## src/rtl/ptrap_pkg.sv

```systemverilog
package ptrap_pkg;

  localparam int NUM_STAGES = 4;
  localparam int CAUSE_W    = 4;

  typedef enum logic [CAUSE_W-1:0] {
    CAUSE_IRQ     = 4'd0,
    CAUSE_IFAULT  = 4'd1,
    CAUSE_ILLEGAL = 4'd2,
    CAUSE_OVF     = 4'd3,
    CAUSE_DFAULT  = 4'd4
  } cause_e;

  typedef struct packed {
    logic   valid;
    logic   exc;
    cause_e cause;
  } tag_t;

  localparam tag_t TAG_NONE = '{valid: 1'b0, exc: 1'b0, cause: CAUSE_IRQ};

  // First fault seen on a valid instruction sticks; later ones are dropped.
  function automatic tag_t tag_merge(tag_t t, logic flag, cause_e code);
    tag_t r;
    r = t;
    if (t.valid && flag && !t.exc) begin
      r.exc   = 1'b1;
      r.cause = code;
    end
    return r;
  endfunction

endpackage

```

## src/rtl/ptrap_exc_pipe.sv

```systemverilog
module ptrap_exc_pipe
  import ptrap_pkg::*;
#(
  parameter int PCW = 32,
  parameter int NST = NUM_STAGES
) (
  input  logic                    clk,
  input  logic                    rst_n,
  input  logic                    flush,
  input  logic                    f_valid,
  input  logic [PCW-1:0]          f_pc,
  input  logic [NST-1:0]          flags,
  output tag_t                    c_tag,
  output logic [NST-1:0]          slot_valid,
  output logic [NST-1:0][PCW-1:0] slot_pc
);

  tag_t           tag_in [NST];
  tag_t           tag_m  [NST];
  tag_t           tag_q  [1:NST-1];
  logic [PCW-1:0] pc_q   [1:NST-1];

  always_comb begin
    tag_in[0]  = '{valid: f_valid, exc: 1'b0, cause: CAUSE_IRQ};
    slot_pc[0] = f_pc;
    for (int k = 1; k < NST; k++) begin
      tag_in[k]  = tag_q[k];
      slot_pc[k] = pc_q[k];
    end
  end

  // Stage g reports the fault with code g+1; merging in stage order makes
  // the earliest stage win for a given instruction.
  genvar g;
  generate
    for (g = 0; g < NST; g++) begin : g_slot
      assign tag_m[g]      = tag_merge(tag_in[g], flags[g], cause_e'(4'(g + 1)));
      assign slot_valid[g] = tag_in[g].valid;
    end
  endgenerate

  always_ff @(posedge clk) begin
    if (!rst_n) begin
      for (int k = 1; k < NST; k++) begin
        tag_q[k] <= TAG_NONE;
        pc_q[k]  <= '0;
      end
    end else begin
      for (int k = 1; k < NST; k++) begin
        tag_q[k] <= flush ? TAG_NONE : tag_m[k-1];
        pc_q[k]  <= slot_pc[k-1];
      end
    end
  end

  assign c_tag = tag_m[NST-1];

endmodule

```

## src/rtl/ptrap_commit_sel.sv

```systemverilog
module ptrap_commit_sel
  import ptrap_pkg::*;
#(
  parameter int PCW = 32,
  parameter int NST = NUM_STAGES
) (
  input  logic                    irq,
  input  logic                    ie,
  input  tag_t                    c_tag,
  input  logic [NST-1:0]          slot_valid,
  input  logic [NST-1:0][PCW-1:0] slot_pc,
  output logic                    trap,
  output cause_e                  cause,
  output logic [PCW-1:0]          epc_next
);

  logic irq_take;
  logic sync_take;

  always_comb begin
    irq_take  = irq & ie;
    sync_take = c_tag.valid & c_tag.exc;
    trap      = irq_take | sync_take;
    cause     = irq_take ? CAUSE_IRQ : c_tag.cause;
    // Oldest valid slot wins; fetch PC when the pipe is empty.
    epc_next  = slot_pc[0];
    for (int k = 0; k < NST; k++) begin
      if (slot_valid[k]) epc_next = slot_pc[k];
    end
  end

endmodule

```

## src/rtl/ptrap_csr.sv

```systemverilog
module ptrap_csr
  import ptrap_pkg::*;
#(
  parameter int             PCW        = 32,
  parameter logic [PCW-1:0] HANDLER_PC = '0
) (
  input  logic           clk,
  input  logic           rst_n,
  input  logic           trap,
  input  cause_e         cause,
  input  logic [PCW-1:0] epc_next,
  input  logic           ret_req,
  output cause_e         cause_q,
  output logic [PCW-1:0] epc_q,
  output logic           ie_q,
  output logic           flush,
  output logic           redirect_valid,
  output logic [PCW-1:0] redirect_pc
);

  logic ret_take;

  assign ret_take       = ret_req & ~trap;
  assign flush          = trap | ret_take;
  assign redirect_valid = flush;
  assign redirect_pc    = trap ? HANDLER_PC : epc_q;

  always_ff @(posedge clk) begin
    if (!rst_n) begin
      cause_q <= CAUSE_IRQ;
      epc_q   <= '0;
      ie_q    <= 1'b1;
    end else if (trap) begin
      cause_q <= cause;
      epc_q   <= epc_next;
      ie_q    <= 1'b0;
    end else if (ret_take) begin
      ie_q    <= 1'b1;
    end
  end

endmodule

```

## src/rtl/ptrap_ctrl.sv

```systemverilog
module ptrap_ctrl
  import ptrap_pkg::*;
#(
  parameter int             PCW        = 32,
  parameter logic [PCW-1:0] HANDLER_PC = 32'h0000_0100
) (
  input  logic           clk,
  input  logic           rst_n,
  input  logic           if_valid,
  input  logic [PCW-1:0] if_pc,
  input  logic           if_fault,
  input  logic           id_illegal,
  input  logic           ex_overflow,
  input  logic           mem_fault,
  input  logic           irq,
  input  logic           trap_ret,
  output logic           trap_take,
  output logic           flush,
  output logic           redirect_valid,
  output logic [PCW-1:0] redirect_pc,
  output logic           commit_valid,
  output logic [PCW-1:0] commit_pc,
  output logic [3:0]     cause_q,
  output logic [PCW-1:0] epc_q,
  output logic           ie_q
);

  localparam int NST = NUM_STAGES;

  tag_t                    c_tag;
  logic [NST-1:0]          slot_valid;
  logic [NST-1:0][PCW-1:0] slot_pc;
  logic [NST-1:0]          flags;
  logic                    trap;
  cause_e                  cause;
  cause_e                  cause_r;
  logic [PCW-1:0]          epc_next;

  assign flags = {mem_fault, ex_overflow, id_illegal, if_fault};

  ptrap_exc_pipe #(.PCW(PCW), .NST(NST)) u_pipe (
    .clk        (clk),
    .rst_n      (rst_n),
    .flush      (flush),
    .f_valid    (if_valid),
    .f_pc       (if_pc),
    .flags      (flags),
    .c_tag      (c_tag),
    .slot_valid (slot_valid),
    .slot_pc    (slot_pc)
  );

  ptrap_commit_sel #(.PCW(PCW), .NST(NST)) u_sel (
    .irq        (irq),
    .ie         (ie_q),
    .c_tag      (c_tag),
    .slot_valid (slot_valid),
    .slot_pc    (slot_pc),
    .trap       (trap),
    .cause      (cause),
    .epc_next   (epc_next)
  );

  ptrap_csr #(.PCW(PCW), .HANDLER_PC(HANDLER_PC)) u_csr (
    .clk            (clk),
    .rst_n          (rst_n),
    .trap           (trap),
    .cause          (cause),
    .epc_next       (epc_next),
    .ret_req        (trap_ret),
    .cause_q        (cause_r),
    .epc_q          (epc_q),
    .ie_q           (ie_q),
    .flush          (flush),
    .redirect_valid (redirect_valid),
    .redirect_pc    (redirect_pc)
  );

  assign trap_take    = trap;
  assign commit_valid = slot_valid[NST-1] & ~trap;
  assign commit_pc    = slot_pc[NST-1];
  assign cause_q      = cause_r;

endmodule

```

## config.mk

```make
export PLATFORM = sky130hd
export DESIGN_NAME = ptrap_ctrl
export DESIGN_NICKNAME = d
export VERILOG_FILES = /design/src/rtl/ptrap_pkg.sv /design/src/rtl/ptrap_exc_pipe.sv /design/src/rtl/ptrap_commit_sel.sv /design/src/rtl/ptrap_csr.sv /design/src/rtl/ptrap_ctrl.sv
export SDC_FILE = /design/constraint.sdc
export NUM_CORES = 1
export LEC_CHECK = 0
export BUFFER_PORTS_ARGS = -buffer_cell sky130_fd_sc_hd__buf_2
export CORE_MARGIN = 8
export CORE_UTILIZATION = 49
export CTS_BUF_LIST = sky130_fd_sc_hd__clkbuf_8
export CTS_CLUSTER_DIAMETER = 50
export DETAILED_ROUTE_END_ITERATION = 10
export HOLD_SLACK_MARGIN = 0.15
export PLACE_DENSITY = 0.81
export SLEW_MARGIN = 40
export SYNTH_ARGS = -nofsm -noshare
export SYNTH_HDL_FRONTEND = slang
export SYNTH_SLANG_ARGS = --single-unit
```

## constraint.sdc

```tcl
create_clock -name clk -period 1.4 [get_ports clk]
set_clock_uncertainty 0.05 [all_clocks]
set_input_delay 0.28 -clock clk [delete_from_list [all_inputs] [get_ports clk]]
set_output_delay 0.28 -clock clk [all_outputs]
set_load 0.005 [all_outputs]
```

# Yosys cells after proc, flatten, opt, wreduce, memory -nomap -nowiden
# Memories as Yosys holds them, arrays and structs flattened.
# Cells that the tools add are included.
[op_classes]
mux = 22
bitwise_logic = 13
n_reduce_logical = 11
[op_table]
columns = ["cell", "count"]
rows = [
  ["$mux W32", 7],
  ["$mux W6", 6],
  ["$mux W5", 4],
  ["$or A1 B1 Y1", 8],
  ["$logic_and A1 B1 Y1", 7],
  ["$and A1 B1 Y1", 4],
  ["$mux W1", 4],
  ["$mux W4", 1],
  ["$logic_not A1 Y1", 3],
  ["$reduce_bool A2 Y1", 1],
  ["$not A1 Y1", 1],
]
[totals]
regBits = 37
mem_bits_rw = 114
in_bits = 41
out_inout_bits = 105
n_memories = 2
[mem_list]
columns = ["name", "depth", "width", "rd", "rd_clocked_by_memory_dff", "wr", "line", "text"]
rows = [
  ["u_pipe.pc_q", 3, 32, 3, 0, 3, "ptrap_exc_pipe.sv:21", "logic [PCW-1:0] pc_q [1:NST-1];"],
  ["u_pipe.tag_q", 3, 6, 3, 0, 3, "ptrap_exc_pipe.sv:20", "tag_t tag_q [1:NST-1];"],
]

# Depth between registers and ports, before layout
# Gate-level depths: netlist of run 1.
# An unclocked memory read counts as a cell.
[depth]
ltp_word = 11
mapped_depth = 5
ltp_nobuf = 4

# Hierarchy
# A second synthesis of run 1 with hierarchy kept.
[unflattened]
hier_cells = 589
hier_area_um2 = 6107.1
[modules_own_cells]
columns = ["module", "instances", "cells_each", "area_per_inst_um2"]
rows = [
  ["ptrap_exc_pipe", 1, 279, 3229.3],
  ["ptrap_csr", 1, 156, 1524.0],
  ["ptrap_commit_sel", 1, 153, 1340.0],
  ["ptrap_ctrl", 1, 1, 13.8],
]

# Least setup slack after synthesis of run 1
# No wires, ideal clock.
[synth_timing]
kind = "register to register"
start = "reg u_pipe.tag_q[0][11] (netlist name)"
end = "reg u_csr.epc_q[20]"
arrival_time_ns = 1.194
setup_slack_ns = 0.037
path_stages_with_launch = 6
n_path_buf = 2
synth_period_minus_slack_ns = 1.363
cell_sequence = "dfxtp_1 > buf_2 > buf_4 > mux2_2 > o221ai_1 > o2bb2ai_1"
[synth_rtl]
columns = ["element", "line", "text"]
rows = [
  ["end signal, assigned", "ptrap_csr.sv:35", "epc_q <= epc_next;"],
  ["end, declared", "ptrap_csr.sv:14", "output logic [PCW-1:0] epc_q,"],
]

==> impl_metrics.csv, run 1 <==
group,metric,value,unit
outcome,status,"finished with violations",
outcome,failed_checks,"setup timing",
floorplan,top_ports,146,
yosys,post_synth.cell_area_avg,10.6,sq um
floorplan,die_h,122,microns
timing,final.setup.tns,-15.90,ns
worst_setup_path,criticalPathCategory,"register to output pin",
worst_setup_path,crit_chain,"o21ai_4 > buf_12 > buf_8 > and3_4 > buf_6",
worst_setup_path,critical_path.max_fanout,7,
floorplan,fp.dieW,122,microns
timing,rsz0062_at_grt,"true",
power,peakVddDrop,0.624,mV
yosys,synth_warnings,0,
worst_hold_path,hp-class,"input port to register",
routing,drcViolationCount,0,
final_layout,layout.cells.most_common_list,"138 x sky130_fd_sc_hd__dfxtp_1, 113 x sky130_fd_sc_hd__buf_2, 98 x sky130_fd_sc_hd__and2_1, 60 x sky130_fd_sc_hd__buf_4, 49 x sky130_fd_sc_hd__buf_6",
yosys,instance_count_of_the_mapped_netlist,516,
final_layout,flow.area_growth_from_synthesis,52.5,%
timing,setup_slack,-0.444,ns
clocking,path_clk_slew,0.08,ns
global_routing,vias_in_the_first_global_route,4990,
timing,fmaxAchievable,542,MHz
worst_setup_path,timing.critical_path.required,1.07,ns
yosys,syn_area,5450,sq um
power,cell_internal_pwr,0.00700,W
place,finalWeightedCongestion,0.827,
routing,drc_marker_count_from_the_first_detailed_route_iteration,307,
yosys,synth_seq_area_share,52.1,%
final_layout,fin_cells,884,
clocking,clock-root-buffer,"sky130_fd_sc_hd__clkbuf_8",
clocking,clock_tree.htree_level_count,4,
power,seq_power_share,47.8,%
final_layout,layout.nets,774,
power,power-per-cell-area,1090,nW/um^2
power,switching_share,22.7,%
global_routing,grt_antenna_before_repair,1,
floorplan,core_area,10800,sq um
yosys,ys_seq_elements,142,
clocking,ctsLongestPathBuffers,2,
floorplan,design.die.area,14800,sq um
routing,route.vias.total,4707,
timing,setup_viol_count_final,65,
power,p_comb_share,12.9,%
global_routing,groute.usage.overall,21.9,%
clocking,source_to_sink_clock_delay_at_the_later_pin_of_the_worst_skew_pair,0.44,ns
clocking,numClockSinks,142,
floorplan,start_util,50.3,%
floorplan,number_of_placement_rows,38,
global_routing,largest_net_degree_at_the_start_of_global_routing,109,
power,cellLeakagePower,3.63,nW
worst_setup_path,cp_data_arrival_time,1.51,ns
global_routing,grt-ovfl-total,0,
timing,timing_hold_violations_final,0,
worst_setup_path,startpoint_type,"register",
worst_setup_path,cp_slowest_cell,"sky130_fd_sc_hd__dfxtp_2",
routing,drtPass1Iterations,4,
place,dp_cells,778,
routing,final_antenna_net_count,0,
timing,layout_worst_path_cycle_share,132,%
worst_setup_path,cp-end-kind,"output pin",
place,detailedPlacementHpwl,9890,microns
routing,viasPerCell,5.32,
run,maxCapViolations,0,
yosys,synth_cell_types,33,
routing,route.final.wire_length,17600,microns
place,buffer_ports.inserted,144,
worst_setup_path,timing.critical_path.max_delay_family,"buffers and inverters",
final_layout,finish.utilization,76.7,%
power,p_sw,0.00205,W
clocking,clock_buffer_count_from_cts,17,
final_layout,layout_commonest_cell,"sky130_fd_sc_hd__dfxtp_1",
timing,final.min_clock_period,1.84,ns
clocking,cts_tree,"built",
yosys,synthesis.nets,557,
worst_setup_path,timing.critical_path.buf_inv,3,
worst_setup_path,rrSetupSlack,-0.11,ns
routing,wl_per_cell,19.9,microns
global_routing,grt_pass1_wl,25800,microns
power,clock_network_power_share,39.3,%
worst_setup_path,critPathMaxStageDelay,0.34,ns
timing,maxSlewViolCount,0,
final_layout,final_layout_size_suffix_gt1_share,50.3,%
power,totalPowerFinal,0.00905,W
cells in the mapped netlist, drive strengths merged:
library cell	number	area, sq um
and2	101	632
nor2b	3	18.8
a21boi	2	15.0
and4b	1	10.0
conb	1	3.75
inv	2	7.51
buf	50	352
mux2i	1	10.0
dfxtp	142	2840
nor2	6	22.5
mux2	30	338
nand2	4	15.0
a21oi	3	15.0
o2bb2ai	30	263
nand2b	32	200
and3	33	206
o311a	1	10.0
o21a	2	15.0
nand4	3	18.8
nand4b	1	8.76
o21ai	2	13.8
nand3b	1	7.51
o221ai	30	263
nand3	3	15.0
clkbuf	25	93.8
nor3	2	10.0
a21bo	1	10.0
a211oi	2	15.0
or2	1	6.26
o41ai	1	16.3
metal layers:
metal | part of all wire (%) | up-vias | track usage, %
met4 | 2.0 | 0 | 8.17
met2 | 53 | 178 | 38.5
li1 | - | 2193 | -
met1 | 40 | 2302 | 24.8
met5 | 0 | - | 0
met3 | 5.9 | 34 | 6.24
through the flow:
step	worst slack [ns]	hold WS, ns	instance area [sq um]
detailed placement	-0.133	0.384	6360
global route	-0.514	0.194	8320
finish	-0.444	0.217	8320
floorplan	0.0371	0.352	5450
global placement	-0.132	0.373	6360
CTS	-0.420	0.153	7770
repair_timing:
| item | in CTS | in global routing |
|---|---|---|
| gates resized for setup | 89 | 64 |
| endpoints found under the hold margin | 41 | 0 |
| pin swaps | 28 | 17 |
| hold buffers | 39 | 0 |
| gates cloned | 2 | 3 |
| setup endpoints to repair | 69 | 75 |
| buffers inserted | 19 | 21 |
final timing paths:
path                                                     start                        endpoint  cells after the start
worst max-delay path            u_pipe.tag_q[0][22]$_SDFF_PP0_                 redirect_pc[20]                      5
worst min-delay path                                  trap_ret  u_pipe.tag_q[0][23]$_SDFF_PP0_                      3
worst max register to register  u_pipe.tag_q[0][23]$_SDFF_PP0_    u_csr.epc_q[10]$_SDFFE_PN0P_                      8
worst min register to register  u_pipe.tag_q[0][12]$_SDFF_PP0_  u_pipe.tag_q[0][18]$_SDFF_PP0_                      1
final cells by class:
class / instances / area [sq um]
Multi-Input combinational cell: 297 / 2650
Sequential cell: 142 / 2850
Timing Repair Buffer: 273 / 2200
Clock buffer: 21 / 289
Clock inverter: 8 / 140
Inverter: 2 / 7.51
Antenna cell: 1 / 2.50
Fill cell: 676 / 2520
Tap cell: 140 / 175
cell families after synthesis:
kind of cell / Yosys count / synth area share, %
other: 1 / 0.0688
AO/OA/AOI/OAI: 74 / 11.7
AND/OR/NAND/NOR: 191 / 21.5
multiplexers: 31 / 6.38
buffers and inverters: 77 / 8.30
flip-flops: 142 / 52.1
power by group through the flow:
stage | registers [W] | clock network (W) | logic [W]
6_report | 0.00433 | 0.00356 | 0.00116
5_1_grt | 0.00434 | 0.00379 | 0.00124
4_1_cts | 0.00431 | 0.00357 | 0.00102
3_5_place_dp | 0.00439 | 0 | 0.000780
3_3_place_gp | 0.00438 | 0 | 0.000763
2_1_floorplan | 0.00438 | 0 | 0.000430
sequential cells by signal (all words and copies together), names as in the netlist:
name,flops
u_csr.epc_q,32
u_csr.cause_q,3
u_csr.ie_q,1
u_pipe.pc_q,96
u_pipe.tag_q,10
worst reg2reg max path: stages (launching register included):
cell and delay (ns):
sky130_fd_sc_hd__dfxtp_4 0.38, sky130_fd_sc_hd__o21ai_4 0.07, sky130_fd_sc_hd__buf_12 0.14, sky130_fd_sc_hd__buf_8 0.13, sky130_fd_sc_hd__and3_4 0.16, sky130_fd_sc_hd__buf_4 0.13
sky130_fd_sc_hd__buf_4 0.12, sky130_fd_sc_hd__buf_4 0.12, sky130_fd_sc_hd__o2bb2ai_2 0.10
Note: power is estimated with default switching activity, not from simulation.
==> run 2: changes to the inputs <==
PLACE_DENSITY = 0.84   (was 0.81)
SKIP_CTS_REPAIR_TIMING = 1   (was not set)
clock period = 1.6 ns   (was 1.4 ns; I/O delays follow)
==> impl_metrics.csv, run 2 (synthesis gave the netlist of run 1 again) <==
group,metric,value,unit
floorplan,design.die.area,14800,sq um
worst_setup_path,length_in_cells_of_the_worst_reg_to_reg_path,7,
power,peakVddDrop,0.714,mV
global_routing,grt_antenna_before_repair,0,
final_layout,final_layout_size_suffix_gt1_share,41.8,%
clocking,clock_buffer_count_from_cts,17,
worst_setup_path,cp_slowest_cell,"sky130_fd_sc_hd__dfxtp_2",
floorplan,number_of_placement_rows,38,
place,finalWeightedCongestion,0.801,
worst_setup_path,worstSetupPathDepth,5,
routing,wl_per_cell,18.9,microns
final_layout,largest_register,"u_pipe.pc_q",
global_routing,grt-ovfl-total,0,
timing,rsz0062_at_grt,"true",
clocking,ctsLongestPathBuffers,2,
worst_setup_path,crit_chain,"o21ai_4 > buf_6 > buf_6 > and3_4 > buf_6",
final_layout,finish.utilization,69.2,%
final_layout,layout.nets,740,
floorplan,start_util,50.3,%
clocking,numClockSinks,142,
final_layout,number_of_flip_flops_under_the_largest_register_name,96,
outcome,status,"finished with violations",
final_layout,layout_commonest_cell,"sky130_fd_sc_hd__dfxtp_1",
power,cellLeakagePower,3.32,nW
global_routing,groute.usage.overall,18.6,%
place,dp_cells,757,
worst_setup_path,critical_path.max_fanout,8,
timing,final.setup.tns,-9.55,ns
final_layout,layout.cells.most_common_list,"139 x sky130_fd_sc_hd__dfxtp_1, 114 x sky130_fd_sc_hd__buf_2, 100 x sky130_fd_sc_hd__and2_1, 45 x sky130_fd_sc_hd__buf_4, 38 x sky130_fd_sc_hd__dlygate4sd3_1",
run,maxCapViolations,0,
timing,fmaxAchievable,523,MHz
routing,viasPerCell,5.32,
floorplan,die_h,122,microns
floorplan,top_ports,146,
clocking,cts_tree,"built",
worst_setup_path,startpoint_type,"register",
floorplan,core_area,10800,sq um
routing,route.vias.total,4527,
worst_setup_path,timing.critical_path.max_delay_family,"buffers and inverters",
timing,timing_hold_violations_final,0,
worst_setup_path,criticalPathCategory,"register to output pin",
outcome,failed_checks,"setup timing",
clocking,path_clk_slew,0.08,ns
floorplan,fp.dieW,122,microns
worst_setup_path,critPathMaxStageDelay,0.34,ns
routing,final_antenna_net_count,0,
power,power-per-cell-area,960,nW/um^2
routing,drc_marker_count_from_the_first_detailed_route_iteration,412,
clocking,source_to_sink_clock_delay_at_the_later_pin_of_the_worst_skew_pair,0.44,ns
global_routing,vias_in_the_first_global_route,4262,
global_routing,largest_net_degree_at_the_start_of_global_routing,57,
routing,drcViolationCount,0,
routing,route.final.wire_length,16100,microns
timing,setup_viol_count_final,36,
worst_hold_path,hp-class,"input port to register",
worst_setup_path,crit_top_cell,"sky130_fd_sc_hd__buf_6",
worst_setup_path,cp-end-kind,"output pin",
final_layout,final-seq-area,2850,sq um
timing,final.min_clock_period,1.91,ns
routing,drtPass1Iterations,5,
final_layout,fin_cells,851,
final_layout,largestRegisters,"u_pipe.pc_q x96, u_csr.epc_q x32, u_pipe.tag_q x10",
final_layout,fillers,726,
worst_setup_path,cp_data_arrival_time,1.54,ns
worst_hold_path,min_path_cells,3,
timing,layout_worst_path_cycle_share,120,%
clocking,clock-root-buffer,"sky130_fd_sc_hd__clkbuf_8",
worst_setup_path,timing.critical_path.required,1.23,ns
timing,maxSlewViolCount,0,
final_layout,area_occupied_by_multi_input_gates,2320,sq um
timing,setup_slack,-0.312,ns
worst_setup_path,timing.critical_path.buf_inv,3,
place,buffer_ports.inserted,144,
global_routing,grt_pass1_wl,21800,microns
place,detailedPlacementHpwl,9690,microns
clocking,clock_tree.htree_level_count,4,
final_layout,flow.area_growth_from_synthesis,37.6,%
final_layout,antenna_cells_inserted,0,
run 2: cell count changes in the layout (fill, tap and decap cells not counted), moves of 4 or more:
cell                        delta
sky130_fd_sc_hd__o221ai_1     +24
sky130_fd_sc_hd__o2bb2ai_2     -9
sky130_fd_sc_hd__o221ai_2     -19
sky130_fd_sc_hd__bufinv_16     -4
sky130_fd_sc_hd__o2bb2ai_1    +10
sky130_fd_sc_hd__o221ai_4      -5
sky130_fd_sc_hd__buf_4        -15
sky130_fd_sc_hd__buf_6        -12
run 2: final timing paths:
check	endpoint	slack, ns	start
setup / recovery	redirect_pc[28]	-0.31	u_pipe.tag_q[0][22]$_SDFF_PP0_
hold / removal	u_csr.cause_q[2]$_SDFFE_PN0P_	0.20	mem_fault
hold reg to reg	u_pipe.tag_q[0][19]$_SDFF_PP0_	0.40	u_pipe.tag_q[0][13]$_SDFF_PP0_
setup reg to reg	u_csr.epc_q[6]$_SDFFE_PN0P_	0.03	u_pipe.tag_q[0][23]$_SDFF_PP0_
run 2: through the flow:
stage	cell area (sq um)	worst slack, ns	hold slack (ns)	power [W]
6_report	7500	-0.312	0.197	0.00721
5_1_grt	7500	-0.385	0.183	0.00750
4_1_cts	6530	-0.378	0.0165	0.00703
3_5_place_dp	6170	-0.00148	0.382	0.00449
3_3_place_gp	6170	0.0661	0.375	0.00446
2_1_floorplan	5450	0.219	0.362	0.00421
run 2: cell type report:
type	instances	share of cell area [%]
Clock buffer	23	4.22
Sequential cell	142	38.0
Multi-Input combinational cell	297	30.9
Tap cell	140	2.33
Inverter	2	0.100
Clock inverter	8	0.550
Timing Repair Buffer	239	23.9
run 2: worst min-delay path, delay by kind of cell:
kind | cells | cell delay (ns)
AND/OR/NAND/NOR | 1 | 0.12
buffers and inverters | 1 | 0.13
AO/OA/AOI/OAI | 1 | 0.07
run 2: per-layer routing:
layer | GRT usage (%) | wire length [microns] | part of all wire (%)
met1 | 22.8 | 6470 | 40
met2 | 29.4 | 8220 | 51
met3 | 5.54 | 1040 | 6.5
met4 | 8.48 | 342 | 2.1
met5 | 0 | 0 | 0
run 2: power by group:
group          internal (W)  total [W]  switching, W
clock               0.00129    0.00256       0.00128
sequential          0.00369    0.00378     0.0000856
combinational      0.000503   0.000866      0.000363
==> run 3: changes to the inputs <==
==> constraint.sdc (replaced) <==
create_clock -name clk -period 1.6 [get_ports clk]
set_clock_uncertainty 0.05 [all_clocks]
set_input_delay 0.24 -clock clk [delete_from_list [all_inputs] [get_ports clk]]
set_output_delay 0.24 -clock clk [all_outputs]
set_load 0.005 [all_outputs]
==> impl_metrics.csv, run 3 (synthesis gave the netlist of run 1 again) <==
group,metric,value,unit
routing,drcViolationCount,0,
global_routing,groute.layer.met2.usage,30.5,%
timing,timing.hold.ws,0.260,ns
timing,rsz0062_at_grt,"true",
worst_setup_path,timing.critical_path.required,1.31,ns
floorplan,number_of_placement_rows,38,
worst_setup_path,cp-endpoint,"trap_take",
clocking,clock-root-buffer,"sky130_fd_sc_hd__clkbuf_8",
worst_setup_path,rrSetupSlack,0.04,ns
final_layout,antenna_cells_inserted,0,
power,cellLeakagePower,3.23,nW
timing,final.min_clock_period,1.84,ns
routing,drtPass1Iterations,5,
routing,drc_marker_count_from_the_first_detailed_route_iteration,256,
outcome,failed_checks,"setup timing",
final_layout,number_of_flip_flops_under_the_largest_register_name,96,
worst_setup_path,reg2reg_to,"u_csr.epc_q[30]$_SDFFE_PN0P_",
final_layout,largestRegisters,"u_pipe.pc_q x96, u_csr.epc_q x32, u_pipe.tag_q x10",
worst_hold_path,hp-class,"input port to register",
routing,route.vias.total,4273,
final_layout,final_layout_size_suffix_gt1_share,37.1,%
floorplan,start_util,50.3,%
run,maxCapViolations,0,
global_routing,groute.usage.overall,18.9,%
timing,setup_viol_count_final,36,
clocking,clock_tree.htree_level_count,4,
floorplan,core_area,10800,sq um
global_routing,largest_net_degree_at_the_start_of_global_routing,115,
worst_setup_path,critical_path.max_fanout,4,
worst_setup_path,length_in_cells_of_the_worst_reg_to_reg_path,5,
global_routing,grt_antenna_before_repair,0,
final_layout,flow.area_growth_from_synthesis,32.3,%
power,peakVddDrop,0.661,mV
global_routing,gr_util_met3,6.70,%
worst_setup_path,startpoint_type,"register",
global_routing,vias_in_the_first_global_route,4365,
clocking,source_to_sink_clock_delay_at_the_later_pin_of_the_worst_skew_pair,0.44,ns
routing,route.final.wire_length,14700,microns
power,power-per-cell-area,1120,nW/um^2
final_layout,layout.cells.most_common_list,"139 x sky130_fd_sc_hd__dfxtp_1, 133 x sky130_fd_sc_hd__buf_2, 100 x sky130_fd_sc_hd__and2_1, 38 x sky130_fd_sc_hd__dlygate4sd3_1, 31 x sky130_fd_sc_hd__nand2b_1",
final_layout,layout.nets,707,
power,totalPowerFinal,0.00812,W
final_layout,largest_register,"u_pipe.pc_q",
final_layout,layout_commonest_cell,"sky130_fd_sc_hd__dfxtp_1",
global_routing,grt_pass1_wl,22100,microns
global_routing,grt-ovfl-total,0,
floorplan,design.die.area,14800,sq um
floorplan,fp.dieW,122,microns
timing,timing_hold_violations_final,0,
worst_setup_path,worst_setup_startpoint,"u_pipe.tag_q[0][22]$_SDFF_PP0_",
worst_setup_path,criticalPathCategory,"register to output pin",
outcome,status,"finished with violations",
routing,viasPerCell,5.22,
final_layout,final_cell_area,7220,sq um
timing,fmaxAchievable,543,MHz
worst_setup_path,cp-end-kind,"output pin",
clocking,cts_tree,"built",
timing,maxSlewViolCount,0,
place,finalWeightedCongestion,0.817,
clocking,path_clk_slew,0.08,ns
global_routing,grt.busiest_layer,"met2",
clocking,numClockSinks,142,
routing,final_antenna_net_count,0,
worst_setup_path,cp_data_arrival_time,1.55,ns
timing,setup_slack,-0.241,ns
timing,layout_worst_path_cycle_share,115,%
routing,wl_per_cell,17.9,microns
place,buffer_ports.inserted,144,
clocking,clock_buffer_count_from_cts,17,
worst_setup_path,crit-reg2reg-launch,"u_pipe.tag_q[0][23]$_SDFF_PP0_",
floorplan,die_h,122,microns
place,detailedPlacementHpwl,9500,microns
clocking,ctsLongestPathBuffers,2,
final_layout,finish.utilization,66.6,%
place,area_after_detailed_placement,6100,sq um
floorplan,top_ports,146,
global_routing,globalRouteMet1Util,22.2,%
run 3: changes by cell type in the layout (fill, tap and decap cells not counted), sizes merged:
| cell | change |
|---|---|
| bufinv | +6 |
| clkinvlp | -1 |
| clkinv | -1 |
| inv | -3 |
| buf | -33 |
run 3: report_power, final:
group | internal (W) | leakage, nW | switching (W)
Clock | 0.00227 | 0.258 | 0.00132
Combinational | 0.000429 | 1.80 | 0.000337
Sequential | 0.00369 | 1.17 | 0.0000762
run 3: area by class of cell:
cell class	count	area [sq um]
clock buffers	23	317
clock inverters	9	201
fillers	831	3620
inverters	2	7.51
multi-input cells	297	2240
flip-flops and latches	142	2850
well taps	140	175
repair buffers	206	1420
run 3: through the flow:
stage | setup WS, ns | setup TNS (ns) | instances
final | -0.241 | -7.13 | 819
after global routing | -0.303 | -9.82 | 819
after CTS | -0.382 | -11.24 | 776
after detailed placement | 0.0241 | 0 | 744
after global placement | 0.108 | 0 | 744
after floorplan | 0.237 | 0 | 516
run 3: worst max-delay path, cell delays in order (launching register included):
cell,delay [ns]
sky130_fd_sc_hd__dfxtp_4,0.36
sky130_fd_sc_hd__o21ai_4,0.22
sky130_fd_sc_hd__buf_4,0.16
sky130_fd_sc_hd__and2_4,0.17
sky130_fd_sc_hd__inv_1,0.07
sky130_fd_sc_hd__buf_2,0.13
run 3: how the worst min path moves through the flow:
stage,cells past startpoint,to,from,slack (ns)
CTS,2,u_pipe.pc_q[0][33]$_SDFF_PN0_,if_pc[1],-0.08
detailed placement,1,u_pipe.tag_q[0][18]$_SDFF_PP0_,u_pipe.tag_q[0][12]$_SDFF_PP0_,0.38
finish,3,u_csr.ie_q$_SDFFE_PN1P_,rst_n,0.26
floorplan,1,u_pipe.pc_q[0][32]$_SDFF_PN0_,if_pc[0],0.31
global route,3,u_csr.ie_q$_SDFFE_PN1P_,rst_n,0.25
global placement,1,u_pipe.tag_q[0][13]$_SDFF_PP0_,u_pipe.tag_q[0][6]$_SDFF_PP0_,0.37
run 3: per-layer routing:
layer,wire (microns),vias to the layer above
met5,0,-
met4,205,0
met3,994,18
met2,7350,146
met1,6100,2061
li1,-,2048
